<file path="src/rtl/swd_pkg.sv">
package swd_pkg;

    // Edge pair produced from a current and a delayed level
    typedef struct packed {
        logic rise;
        logic fall;
    } edge_pair_t;

    // Index of each measured train inside the meter array
    typedef enum int {
        TRAIN_REF = 0,
        TRAIN_FB  = 1
    } train_e;

    localparam int NUM_TRAINS = 2;

    function automatic edge_pair_t find_edges(input logic now_v, input logic prev_v);
        edge_pair_t e;
        e.rise = now_v & ~prev_v;
        e.fall = ~now_v & prev_v;
        return e;
    endfunction

endpackage

</file>
<file path="src/rtl/swd_sync.sv">
module swd_sync
    import swd_pkg::*;
(
    input  logic       clk,
    input  logic       rst,
    input  logic       async_i,
    output edge_pair_t edges_o
);
    logic s1_q, s2_q, s3_q;

    always_ff @(posedge clk) begin
        if (rst) begin
            s1_q <= 1'b0;
            s2_q <= 1'b0;
            s3_q <= 1'b0;
        end else begin
            s1_q <= async_i;
            s2_q <= s1_q;
            s3_q <= s2_q;
        end
    end

    assign edges_o = find_edges(s2_q, s3_q);
endmodule

</file>
<file path="src/rtl/swd_toggle_div.sv">
module swd_toggle_div #(
    parameter int W = 16
) (
    input  logic         clk,
    input  logic         rst,
    input  logic         step_i,
    input  logic [W-1:0] term_i,
    output logic         lvl_o
);
    logic [W-1:0] cnt_q;
    logic [W-1:0] last_idx;

    // a terminal value of zero behaves like one
    assign last_idx = (term_i == '0) ? '0 : term_i - 1'b1;

    always_ff @(posedge clk) begin
        if (rst) begin
            cnt_q <= '0;
            lvl_o <= 1'b0;
        end else if (step_i) begin
            if (cnt_q >= last_idx) begin
                cnt_q <= '0;
                lvl_o <= ~lvl_o;
            end else begin
                cnt_q <= cnt_q + 1'b1;
            end
        end
    end
endmodule

</file>
<file path="src/rtl/swd_width_meter.sv">
module swd_width_meter
    import swd_pkg::*;
#(
    parameter int CNT_W = 16
) (
    input  logic             clk,
    input  logic             rst,
    input  logic             lvl_i,
    output logic [CNT_W-1:0] width_o,
    output logic             done_o
);
    localparam logic [CNT_W-1:0] TOP_V  = '1;
    localparam logic [CNT_W-1:0] NEAR_V = TOP_V - 1'b1;

    logic             lvl_q;
    logic             sat_q;
    logic [CNT_W-1:0] cnt_q;
    edge_pair_t       ed;

    assign ed = find_edges(lvl_i, lvl_q);

    always_ff @(posedge clk) begin
        if (rst) begin
            lvl_q   <= 1'b0;
            sat_q   <= 1'b0;
            cnt_q   <= '0;
            width_o <= '0;
            done_o  <= 1'b0;
        end else begin
            lvl_q  <= lvl_i;
            done_o <= 1'b0;
            if (lvl_i) begin
                if (cnt_q != TOP_V) begin
                    cnt_q <= cnt_q + 1'b1;
                end
                if (cnt_q == NEAR_V) begin
                    width_o <= TOP_V;
                    done_o  <= 1'b1;
                    sat_q   <= 1'b1;
                end
            end else begin
                cnt_q <= '0;
                sat_q <= 1'b0;
                if (ed.fall && !sat_q) begin
                    width_o <= cnt_q;
                    done_o  <= 1'b1;
                end
            end
        end
    end
endmodule

</file>
<file path="src/rtl/swd_top.sv">
module swd_top
    import swd_pkg::*;
#(
    parameter int CNT_W     = 16,
    parameter int REF_DIV_W = 16,
    parameter int FB_DIV_W  = 8
) (
    input  logic                 clk,
    input  logic                 rst,
    input  logic                 enc_i,
    input  logic [REF_DIV_W-1:0] ref_div_i,
    input  logic [FB_DIV_W-1:0]  fb_div_i,
    output logic signed [CNT_W:0] err_o,
    output logic                 err_valid_o
);
    localparam int ERR_W = CNT_W + 1;

    edge_pair_t       enc_ed;
    logic             ref_lvl;
    logic             fb_lvl;
    logic             lvl_arr   [NUM_TRAINS];
    logic [CNT_W-1:0] width_arr [NUM_TRAINS];
    logic             done_arr  [NUM_TRAINS];
    logic signed [ERR_W-1:0] diff;

    swd_sync u_sync (
        .clk     (clk),
        .rst     (rst),
        .async_i (enc_i),
        .edges_o (enc_ed)
    );

    swd_toggle_div #(.W(REF_DIV_W)) u_ref_gen (
        .clk    (clk),
        .rst    (rst),
        .step_i (1'b1),
        .term_i (ref_div_i),
        .lvl_o  (ref_lvl)
    );

    swd_toggle_div #(.W(FB_DIV_W)) u_fb_div (
        .clk    (clk),
        .rst    (rst),
        .step_i (enc_ed.rise),
        .term_i (fb_div_i),
        .lvl_o  (fb_lvl)
    );

    assign lvl_arr[TRAIN_REF] = ref_lvl;
    assign lvl_arr[TRAIN_FB]  = fb_lvl;

    for (genvar g = 0; g < NUM_TRAINS; g++) begin : g_meter
        swd_width_meter #(.CNT_W(CNT_W)) u_meter (
            .clk     (clk),
            .rst     (rst),
            .lvl_i   (lvl_arr[g]),
            .width_o (width_arr[g]),
            .done_o  (done_arr[g])
        );
    end

    assign diff = $signed({1'b0, width_arr[TRAIN_FB]}) - $signed({1'b0, width_arr[TRAIN_REF]});

    always_ff @(posedge clk) begin
        if (rst) begin
            err_o       <= '0;
            err_valid_o <= 1'b0;
        end else begin
            err_valid_o <= done_arr[TRAIN_FB];
            if (done_arr[TRAIN_FB]) begin
                err_o <= diff;
            end
        end
    end
endmodule

</file>
<file path="config.mk">
export PLATFORM = sky130hd
export DESIGN_NAME = swd_top
export DESIGN_NICKNAME = d
export VERILOG_FILES = /design/src/rtl/swd_pkg.sv /design/src/rtl/swd_sync.sv /design/src/rtl/swd_toggle_div.sv /design/src/rtl/swd_width_meter.sv /design/src/rtl/swd_top.sv
export SDC_FILE = /design/constraint.sdc
export NUM_CORES = 1
export LEC_CHECK = 0
export BUFFER_PORTS_ARGS = -buffer_cell sky130_fd_sc_hd__buf_2
export CAP_MARGIN = 5
export CELL_PAD_IN_SITES_DETAIL_PLACEMENT = 1
export CELL_PAD_IN_SITES_GLOBAL_PLACEMENT = 2
export CORE_UTILIZATION = 37
export CTS_BUF_LIST = sky130_fd_sc_hd__clkbuf_16
export CTS_CLUSTER_SIZE = 24
export DETAILED_ROUTE_END_ITERATION = 8
export PLACE_DENSITY = 0.89
export SKIP_LAST_GASP = 1
export SLEW_MARGIN = 5
export SYNTH_ARGS = -nofsm -noshare
export SYNTH_HDL_FRONTEND = slang
export SYNTH_SLANG_ARGS = --single-unit
</file>
<file path="constraint.sdc">
create_clock -name clk -period 5.2 [get_ports clk]
set_input_delay 1.04 -clock clk [delete_from_list [all_inputs] [get_ports clk]]
set_output_delay 1.04 -clock clk [all_outputs]
set_load 0.05 [all_outputs]
</file>
==> summary.md, run 1 <==
| Metric | Value |
|---|---|
| Max-slew violations | 0 |
| Syn Nets | 816 |
| Number of synthesized flops with an enable pin | 0 |
| Worst setup endpoint | u_ref_gen.cnt_q[10] |
| Most frequent cells in the layout | dfxtp_1, nor2_1, nand2_1, ha_1, buf_2 |
| H-tree Lvls | 4 |
| Dpl ws | 0.5921 ns |
| Clock Tree Root | clkbuf_16 |
| Gpl congestion | 0.7765 |
| Post-route ant nets | 0 |
| Worst setup margin | 1.036 ns |
| Worst VDD drop | 0.2276 mV |
| Worst path arrival time | 4.50 ns |
| IO buf count | 44 |
| Unrepaired setup endpoints after global routing | no |
| Filler cell count | 1968 |
| Setup TNS | 0 ns |
| Layout area overhead | 15.99% |
| Num CTS Buffers | 17 |
| Crit-path max FO | 16 |
| Leak | 2.928 nW |
| Clk pin slew, worst setup/hold paths | 0.06 ns |
| Number of clock sinks | 116 |
| Synth warn | 0 |
| Total track usage | 19.33% |
| Net Sw Frac | 23.14% |
| Pin count of the biggest net entering global routing | 36 |
| Vias per inst | 5.278 |
| Setup Fix Bufs, Post-CTS | 0 |
| Final nets | 858 |
| # diodes | 0 |
| Seq pwr share | 42.3% |
| Post-synthesis async set-or-reset flop share | 0% |
| Drc violations | 0 |
| Top_reg_cell synth | dfxtp_1 |
| Setup violations, final | 0 |
| Initial Util | 37.79% |
| Number of DRC markers in iteration 0 | 206 |
| Core Area | 0.01652 sq mm |
| Gate power share | 3.7% |
| First-pass GRT wire length | 27030 um |
| Post_cts resized | 0 |
| Multi-input logic area | 0.003679 sq mm |
| Pwr Total | 0.002124 W |
| Final min period | 4.164 ns |
| Met2 wire length | 7766 um |
| Worst Setup End Kind | register |
| Dpl hpwl | 12310 um |
| Worst-Skew Late Latency | 0.42 ns |
| TritonRoute pass-1 iters | 4 |
| CTS Buffer Depth | 2 |
| Antenna violations before repair | 0 |
| Clock Skew | 0.006898 ns |
| Max_cap viols | 0 |
| I/O pin total | 45 |
| Status | complete, no violations |
| CP startpoint kind | primary input |
| Vias in the first global route | 5580 |
| Critical Path Start | ref_div_i[7] |
| R2R depth | 9 |
| CP Class | primary input to register |
| Routed wl met3 | 443 um |
| Final Cycle Share | 80.08% |
| Sequential cell area | 0.002322 sq mm |
| Slew headroom | 56.04% |
| Die ar. | 0.01740 sq mm |
| Pint | 0.001633 W |
| Library cells used by synthesis | 53 |
| Vias | 5352 |
| CP required | 5.54 ns |
| Clock Power Share | 54.0% |
| Fmax | 240.1 MHz |
| CTS tree | built |
| DRT met1 WL | 7449 um |
| Final Hold Fails | 0 |
| Die extent in y | 131.9 um |
| Syn avg cell area | 8.450 sq um |
| FF+latch count, synth | 116 |
| Row cnt | 47 |
| R2r setup slk | 2.40 ns |
| Worst R2R End | err_o[12] |
| Power per cell area | 293.2 mW/mm^2 |
| Hold Buf Count CTS | 0 |
| Net Sw Power | 0.0004914 W |
| WL final | 15980 um |
| Reg2reg start | g_meter[1].u_meter.width_o[0] |
| Post-DR wirelength/cell | 15.76 um |
| Sequential-to-total area share from yosys stat | 37.19% |
| Final Hold Slack | 0.4521 ns |
| Worst hold-check path type | register to register |
| Cells after Synth | 739 |
| Commonest non-fill, non-tap cell in the layout | dfxtp_1 |
| Die X | 131.9 um |
| Share of layout cells above drive strength 1 | 12.59% |
| Remaining Overflow, GRT | 0 |
| DR top layer | met4 |
| Slew @ Worst Pin | 0.6594 ns |
| Cell area after synthesis | 0.006245 sq mm |
## metal layers
metal,GRT usage [%],vias to the layer above
li1,-,2694
met2,33.33,89
met3,4.268,25
met5,0,-
met4,7.300,0
met1,23.42,2544
## cells by family (layout without fill, tap and decap cells)
group / Yosys count / count (layout) / synth area share, %
buf+inv: 63 / 118 / 3.907
mux: 8 / 8 / 1.302
fa+ha+maj: 50 / 50 / 10.14
simple gates: 309 / 309 / 24.20
compound gates: 128 / 128 / 14.15
flops: 116 / 116 / 37.19
xor+xnor: 65 / 65 / 9.116
## power groups by stage
stage	combinational [W]	clock [W]	sequential, W
after global routing	0.0000897	0.00121	0.000898
after global placement	0.0000729	0	0.000916
final	0.0000788	0.00115	0.000897
after floorplan	0.0000482	0	0.000915
after CTS	0.0000803	0.00117	0.000897
after detailed placement	0.0000796	0	0.000917
## Yosys cell counts, types with 7 or more instances
master,instances,share of area [%]
nand2_1,81,4.9
nand2b_1,10,1.0
and2_1,7,0.70
clkbuf_1,22,1.3
o221a_2,16,2.9
and3_1,11,1.1
dfxtp_1,116,37
xnor2_1,23,3.2
or3_1,8,0.80
nor3_1,16,1.3
nand4_1,17,1.7
a211oi_1,15,1.8
a31oi_1,18,1.8
xor2_1,42,5.9
a21o_1,8,0.96
and4_1,8,1.1
nor2_1,92,5.5
inv_1,40,2.4
nand3_1,26,2.1
o21ai_0,19,1.5
nor2b_1,10,1.0
ha_1,49,9.8
a21oi_1,32,2.6
mux2i_1,7,1.1
## flip-flops by register name, summed over array words and instances (netlist names), 2 cells and up
name / count
err_o: 17
g_meter.u_meter.cnt_q: 32
g_meter.u_meter.lvl_q: 2
g_meter.u_meter.sat_q: 2
u_fb_div.cnt_q: 8
g_meter.u_meter.width_o: 32
u_ref_gen.cnt_q: 16
## final cells by class
class,count,share of cell area [%]
Multi-Input combinational cell,560,50.79
Sequential cell,116,32.06
Clock buffer,17,5.873
Tap cell,220,3.800
Timing Repair Buffer,46,3.248
Clock inverter,15,2.159
Inverter,40,2.073
## critical path, stage by stage
cell      delay, ns
buf_2          0.13
or4_4          0.52
or3_4          0.36
or4_4          0.43
nand2b_4       0.21
and2_1         0.19
ha_1           0.26
nand2b_1       0.14
a21oi_1        0.13
o21ai_0        0.12
a21oi_1        0.22
nand3_1        0.47
nor2_1         0.27
## through the flow
stage,area [sq um],std cells,util (%)
detailed placement,6661,982,40.31
CTS,7243,1014,43.83
finish,7243,1014,43.83
floorplan,6245,739,-
global placement,6661,982,40.31
global route,7243,1014,43.83
## worst min path at each step
stage                           start           to  slack (ns)  cells after the start
after floorplan           u_sync.s1_q  u_sync.s2_q        0.41                      1
after global placement    u_sync.s1_q  u_sync.s2_q        0.41                      1
after detailed placement    err_o[11]    err_o[11]        0.45                      2
after CTS                   err_o[11]    err_o[11]        0.46                      2
after global routing      u_sync.s1_q  u_sync.s2_q        0.47                      1
final                       err_o[11]    err_o[11]        0.45                      2
No activity file was read; power rests on OpenSTA's default activity.
==> inputs of run 2 (changes only) <==
- CORE_UTILIZATION: 37 -> 33
- PLACE_DENSITY: 0.89 -> 0.84
- clock period: 5.2 -> 3.4 ns (I/O delays scaled with it)
==> run 2 against run 1 <==
The run now ends with negative setup slack left. First-iteration DRC count grew 18%. Sequential share of layout area shrank 1.4 points. Sequential power grew 53%. Via count grew 2.5%. Clock skew is essentially flat. Setup slack lost 1.1 ns. Die area grew 12%. Sequential cell count is the same. Register-to-register slack lost 1.8 ns. Clock power grew 59%. Non-clock buffer count grew 18. Combinational power grew 78%. Largest cell class unchanged.
==> summary.md, run 2 (synthesis gave the netlist of run 1 again) <==
| Metric | Value |
|---|---|
| Antenna violations before repair | 0 |
| Final Cycle Share | 100.8% |
| First-pass GRT wire length | 28050 um |
| Share of layout cells above drive strength 1 | 17.02% |
| WL final | 16720 um |
| Net Sw Power | 0.0007077 W |
| R2R depth | 9 |
| Worst Setup End Kind | register |
| Clock Skew | 0.006697 ns |
| Number of DRC markers in iteration 0 | 244 |
| Die extent in y | 139.6 um |
| Gpl congestion | 0.8249 |
| Slew headroom | 59.02% |
| Vias | 5488 |
| Crit-path max FO | 7 |
| Max_cap viols | 0 |
| # diodes | 0 |
| CTS tree | built |
| Num CTS Buffers | 17 |
| Leak | 3.070 nW |
| Setup violations, final | 1 |
| Layout area overhead | 21.44% |
| Filler cell count | 2174 |
| Biggest regs | g_meter.u_meter.cnt_q (32), g_meter.u_meter.width_o (32), err_o (17) |
| Post-DR wirelength/cell | 16.08 um |
| Max-slew violations | 0 |
| Sequential cell area | 0.002322 sq mm |
| CTS Buffer Depth | 2 |
| Most frequent cells in the layout | dfxtp_1, nor2_1, nand2_1, ha_1, buf_2 |
| Total track usage | 17.98% |
| Vias per inst | 5.277 |
| Clock Power Share | 54.7% |
| Final Hold Fails | 0 |
| Worst hold-check path type | register to register |
| CP startpoint kind | primary input |
| Net Sw Frac | 21.19% |
| Commonest non-fill, non-tap cell in the layout | dfxtp_1 |
| Worst Hold Path Cells | 1 |
| Number of clock sinks | 116 |
| Worst VDD drop | 0.2296 mV |
| Failing checks | negative setup slack |
| TritonRoute pass-1 iters | 4 |
| Pin count of the biggest net entering global routing | 35 |
| Pint | 0.002632 W |
| Clock Tree Root | clkbuf_16 |
| Post-route ant nets | 0 |
| I/O pin total | 45 |
| H-tree Lvls | 4 |
| Slew @ Worst Pin | 0.6132 ns |
| Row cnt | 49 |
| Worst-Skew Late Latency | 0.42 ns |
| Die ar. | 0.01948 sq mm |
| Pwr Total | 0.003340 W |
| Remaining Overflow, GRT | 0 |
| IO buf count | 44 |
| Drc violations | 0 |
| CP required | 3.69 ns |
| Unrepaired setup endpoints after global routing | yes |
| Multi-input logic area | 0.003811 sq mm |
| Setup TNS | -0.02869 ns |
| Core Area | 0.01827 sq mm |
| Gate power share | 4.2% |
| CP Class | primary input to register |
| Seq pwr share | 41.1% |
| Hold Buf Count CTS | 0 |
| Final nets | 876 |
| Vias in the first global route | 5794 |
| Fmax | 291.7 MHz |
| Die X | 139.6 um |
| Power per cell area | 440.4 mW/mm^2 |
| Status | complete, but fails checks |
| Initial Util | 34.18% |
| Final min period | 3.429 ns |
| Clk pin slew, worst setup/hold paths | 0.05 ns |
| Dpl hpwl | 12590 um |
| Worst setup margin | -0.02869 ns |
| Worst path arrival time | 3.72 ns |
==> run 2: cell types whose count changed in the layout (fill, tap and decap cells not counted), moves of 4 or more <==
| cell | before | now |
|---|---|---|
| ha_4 | 0 | 4 |
| inv_6 | 4 | 0 |
| nor2_1 | 92 | 88 |
| clkinv_2 | 1 | 5 |
| ha_1 | 49 | 45 |
| buf_4 | 2 | 17 |
| nand2_1 | 81 | 76 |
==> run 2: per-stage QoR <==
| stage | setup WS [ns] | hold WS, ns | cells | instance area [sq um] | util (%) |
|---|---|---|---|---|---|
| finish | -0.02869 | 0.4424 | 1040 | 7584 | 41.51 |
| global placement | -0.3288 | 0.4208 | 1007 | 6894 | 37.73 |
| detailed placement | -0.4296 | 0.4325 | 1007 | 6894 | 37.73 |
| CTS | 0.003566 | 0.4520 | 1038 | 7488 | 40.99 |
| global route | -0.1361 | 0.4712 | 1040 | 7584 | 41.51 |
| floorplan | -0.1529 | 0.4138 | 739 | 6331 | - |
==> run 2: critical path, stage by stage <==
cell and delay, ns:
buf_6 0.09, or4_4 0.52, or3_4 0.36, or4_4 0.45, nand2b_4 0.18, buf_12 0.15
nand2_4 0.06, ha_4 0.19, a21o_1 0.19, a21oi_2 0.15, o211ai_1 0.15, a21oi_2 0.17
buf_4 0.14, and3_4 0.17, nor3_2 0.04
==> run 2: power by group through the flow <==
stage	Clock [W]	Sequential [W]	Combinational [W]
6_report	0.00183	0.00137	0.000140
5_1_grt	0.00192	0.00137	0.000159
4_1_cts	0.00186	0.00137	0.000137
3_5_place_dp	0	0.00140	0.000136
3_3_place_gp	0	0.00140	0.000127
2_1_floorplan	0	0.00140	0.0000793
==> run 2: routing by layer <==
metal	global-route usage [%]	part of all wire [%]	up-vias
met1	21.42	46	2670
li1	-	-	2725
met4	6.651	1.3	0
met5	0	0	-
met3	3.544	3.0	19
met2	31.90	50	74
==> run 2: final timing paths <==
| check | slack (ns) | startpoint | to |
|---|---|---|---|
| worst min register to register | 0.44 | u_sync.s1_q | u_sync.s2_q |
| worst max register to register | 0.61 | g_meter[1].u_meter.width_o[0] | err_o[12] |
| worst max-delay path | -0.03 | ref_div_i[9] | u_ref_gen.lvl_o |
| worst min-delay path | 0.44 | u_sync.s1_q | u_sync.s2_q |
==> run 2: timing repair <==
item,in CTS,in global routing
gates resized for setup,0,16
buffers inserted,0,1
setup endpoints to repair,0,17
==> run 2: layout make-up <==
| class | count | share of cell area (%) |
|---|---|---|
| clock buffer | 17 | 5.610 |
| clock inverter | 14 | 2.227 |
| inverter | 40 | 1.980 |
| multi-input combinational | 560 | 50.26 |
| sequential | 116 | 30.62 |
| tap | 229 | 3.778 |
| timing repair buffer | 64 | 5.527 |
==> inputs of run 3 (changes only) <==
- CORE_ASPECT_RATIO: default -> 0.7
==> run 3 against run 2 <==
The flow finishes with violations (design-rule violations, negative setup slack). Maximum frequency rose by 0.25%. Sequential power barely moved. Non-clock buffer count rose by 3. Critical path type unchanged.
==> summary.md, run 3 (synthesis gave the netlist of run 1 again) <==
| Metric | Value |
|---|---|
| Status | complete, but fails checks |
| Failing checks | design-rule violations, negative setup slack |
| Hold path endpoint | u_sync.s2_q |
| Worst path arrival time | 3.76 ns |
| Clock Power Share | 51.3% |
| Final nets | 879 |
| Biggest regs | g_meter.u_meter.cnt_q (32), g_meter.u_meter.width_o (32), err_o (17) |
| Worst-Skew Late Latency | 0.41 ns |
| Post-DR wirelength/cell | 15.69 um |
| Layout area overhead | 21.26% |
| Share of layout cells above drive strength 1 | 17.69% |
| Vias | 5479 |
| Remaining Overflow, GRT | 0 |
| I/O pin total | 45 |
| Post-route ant nets | 0 |
| Die extent in y | 117.1 um |
| Fmax | 292.4 MHz |
| First-pass GRT wire length | 27390 um |
| Core Area | 0.01826 sq mm |
| Num CTS Buffers | 17 |
| Largest stage delay on the critical path | 0.52 ns |
| CP Class | primary input to register |
| Final Hold Fails | 0 |
| Final Hold Slack | 0.4457 ns |
| R2R depth | 9 |
| Cell Chain, Critical Path | buf_6 > or4_4 > or3_4 > or4_4 > nand2b_4 > buf_8 > nand2_1 > ha_4 > and3_4 > and4_1 > a21oi_2 > nand3_2 > clkbuf_16 > nor2_1 |
| Drc violations | 3 |
| Finished Core Util | 41.46% |
| CP required | 3.74 ns |
| Commonest non-fill, non-tap cell in the layout | dfxtp_1 |
| H-tree Lvls | 4 |
| Worst Setup End Kind | register |
| Max-slew violations | 0 |
| Gpl congestion | 0.8403 |
| Clk pin slew, worst setup/hold paths | 0.05 ns |
| Row cnt | 41 |
| Initial Util | 34.19% |
| R2r setup slk | 0.48 ns |
| Worst R2R End | err_o[12] |
| Slew headroom | 47.01% |
| Gate power share | 4.9% |
| Slew @ Worst Pin | 0.7876 ns |
| Setup violations, final | 4 |
| Power per cell area | 413.5 mW/mm^2 |
| Unrepaired setup endpoints after global routing | yes |
| Worst hold-check path type | register to register |
| CP startpoint kind | primary input |
| Vias per inst | 5.218 |
| WL final | 16470 um |
| Dpl hpwl | 12580 um |
| Clock Skew | 0.01093 ns |
| Leak | 3.049 nW |
| Antenna violations before repair | 0 |
| Die X | 166.4 um |
| Seq pwr share | 43.8% |
| Net Sw Power | 0.0007145 W |
| Final min period | 3.420 ns |
| CTS Buffer Depth | 2 |
| Worst setup margin | -0.01997 ns |
| Number of clock sinks | 116 |
| Worst hold start | u_sync.s1_q |
| Reg2reg start | g_meter[1].u_meter.width_o[0] |
| Crit-path max FO | 8 |
| Total track usage | 17.44% |
| Pin count of the biggest net entering global routing | 23 |
| Pint | 0.002417 W |
| Die ar. | 0.01949 sq mm |
| Vias in the first global route | 5645 |
| Most frequent cells in the layout | dfxtp_1, nor2_1, nand2_1, ha_1 |
| Most used cell, CP | or4_4 |
| Worst VDD drop | 0.2795 mV |
| TritonRoute pass-1 iters | 6 |
| Worst path slowest cell | or4_4 |
| IO buf count | 44 |
| Clock Tree Root | clkbuf_16 |
| Net Sw Frac | 22.82% |
| Worst Hold Path Cells | 1 |
| CTS tree | built |
| Final Cycle Share | 100.6% |
| Max_cap viols | 0 |
| # diodes | 0 |
| Number of DRC markers in iteration 0 | 188 |
[run 3: layout make-up]
| type | instances | area [sq um] |
|---|---|---|
| clock buffer | 17 | 425.4 |
| clock inverter | 14 | 98.84 |
| fill | 2166 | 10690 |
| inverter | 40 | 150.1 |
| multi-input combinational | 560 | 3834 |
| sequential | 116 | 2322 |
| tap | 236 | 295.3 |
| timing repair buffer | 67 | 446.7 |
[run 3: repair_timing]
action / in CTS / in global routing
hold buffers: 0 / 0
resized for setup: 0 / 25
buffers inserted: 0 / 2
endpoints found under the setup margin: 0 / 17
endpoints found under the hold margin: 0 / 0
[run 3: per-stage QoR]
stage          instances  instance area [sq um]   TNS, ns  total power (W)  setup WS, ns
2_1_floorplan        739                   6331    -1.512         0.001479       -0.1529
3_3_place_gp        1016                   6905    -4.799         0.001529       -0.2994
3_5_place_dp        1016                   6905    -6.546         0.001539       -0.4008
4_1_cts             1047                   7430         0         0.003145       0.01475
5_1_grt             1050                   7572    -1.405         0.003238       -0.1186
6_report            1050                   7572  -0.02620         0.003131      -0.01997
[run 3: power groups by stage]
stage | registers [W] | clock network (W) | logic [W]
CTS | 0.00137 | 0.00163 | 0.000138
finish | 0.00137 | 0.00161 | 0.000154
detailed placement | 0.00140 | 0 | 0.000137
floorplan | 0.00140 | 0 | 0.0000793
global route | 0.00137 | 0.00169 | 0.000171
global placement | 0.00140 | 0 | 0.000128
[run 3: how the worst max path moves through the flow]
stage / from / to
6_report: ref_div_i[9] / u_ref_gen.cnt_q[13]
4_1_cts: ref_div_i[9] / u_ref_gen.cnt_q[3]
3_5_place_dp: ref_div_i[9] / u_ref_gen.cnt_q[3]
3_3_place_gp: ref_div_i[9] / u_ref_gen.lvl_o
2_1_floorplan: ref_div_i[9] / u_ref_gen.cnt_q[10]
5_1_grt: ref_div_i[9] / u_ref_gen.cnt_q[13]
[run 3: critical path: cells and delay by family]
kind                     cells  cell delay, ns
AO/OA/AOI/OAI                1            0.18
buffers and inverters        3            0.46
adder cells (fa/ha/maj)      1            0.21
AND/OR/NAND/NOR              9            2.23
[run 3: metal layers]
metal  wire length (um)  share of wire (%)  vias up  global-route usage (%)
met4                212                1.3        0                   4.877
met3                420                2.5       21                   3.531
met5                  0                  0        -                       0
met2               7680                 47       56                   29.92
li1                   -                  -     2732                       -
met1               8159                 50     2670                   22.51
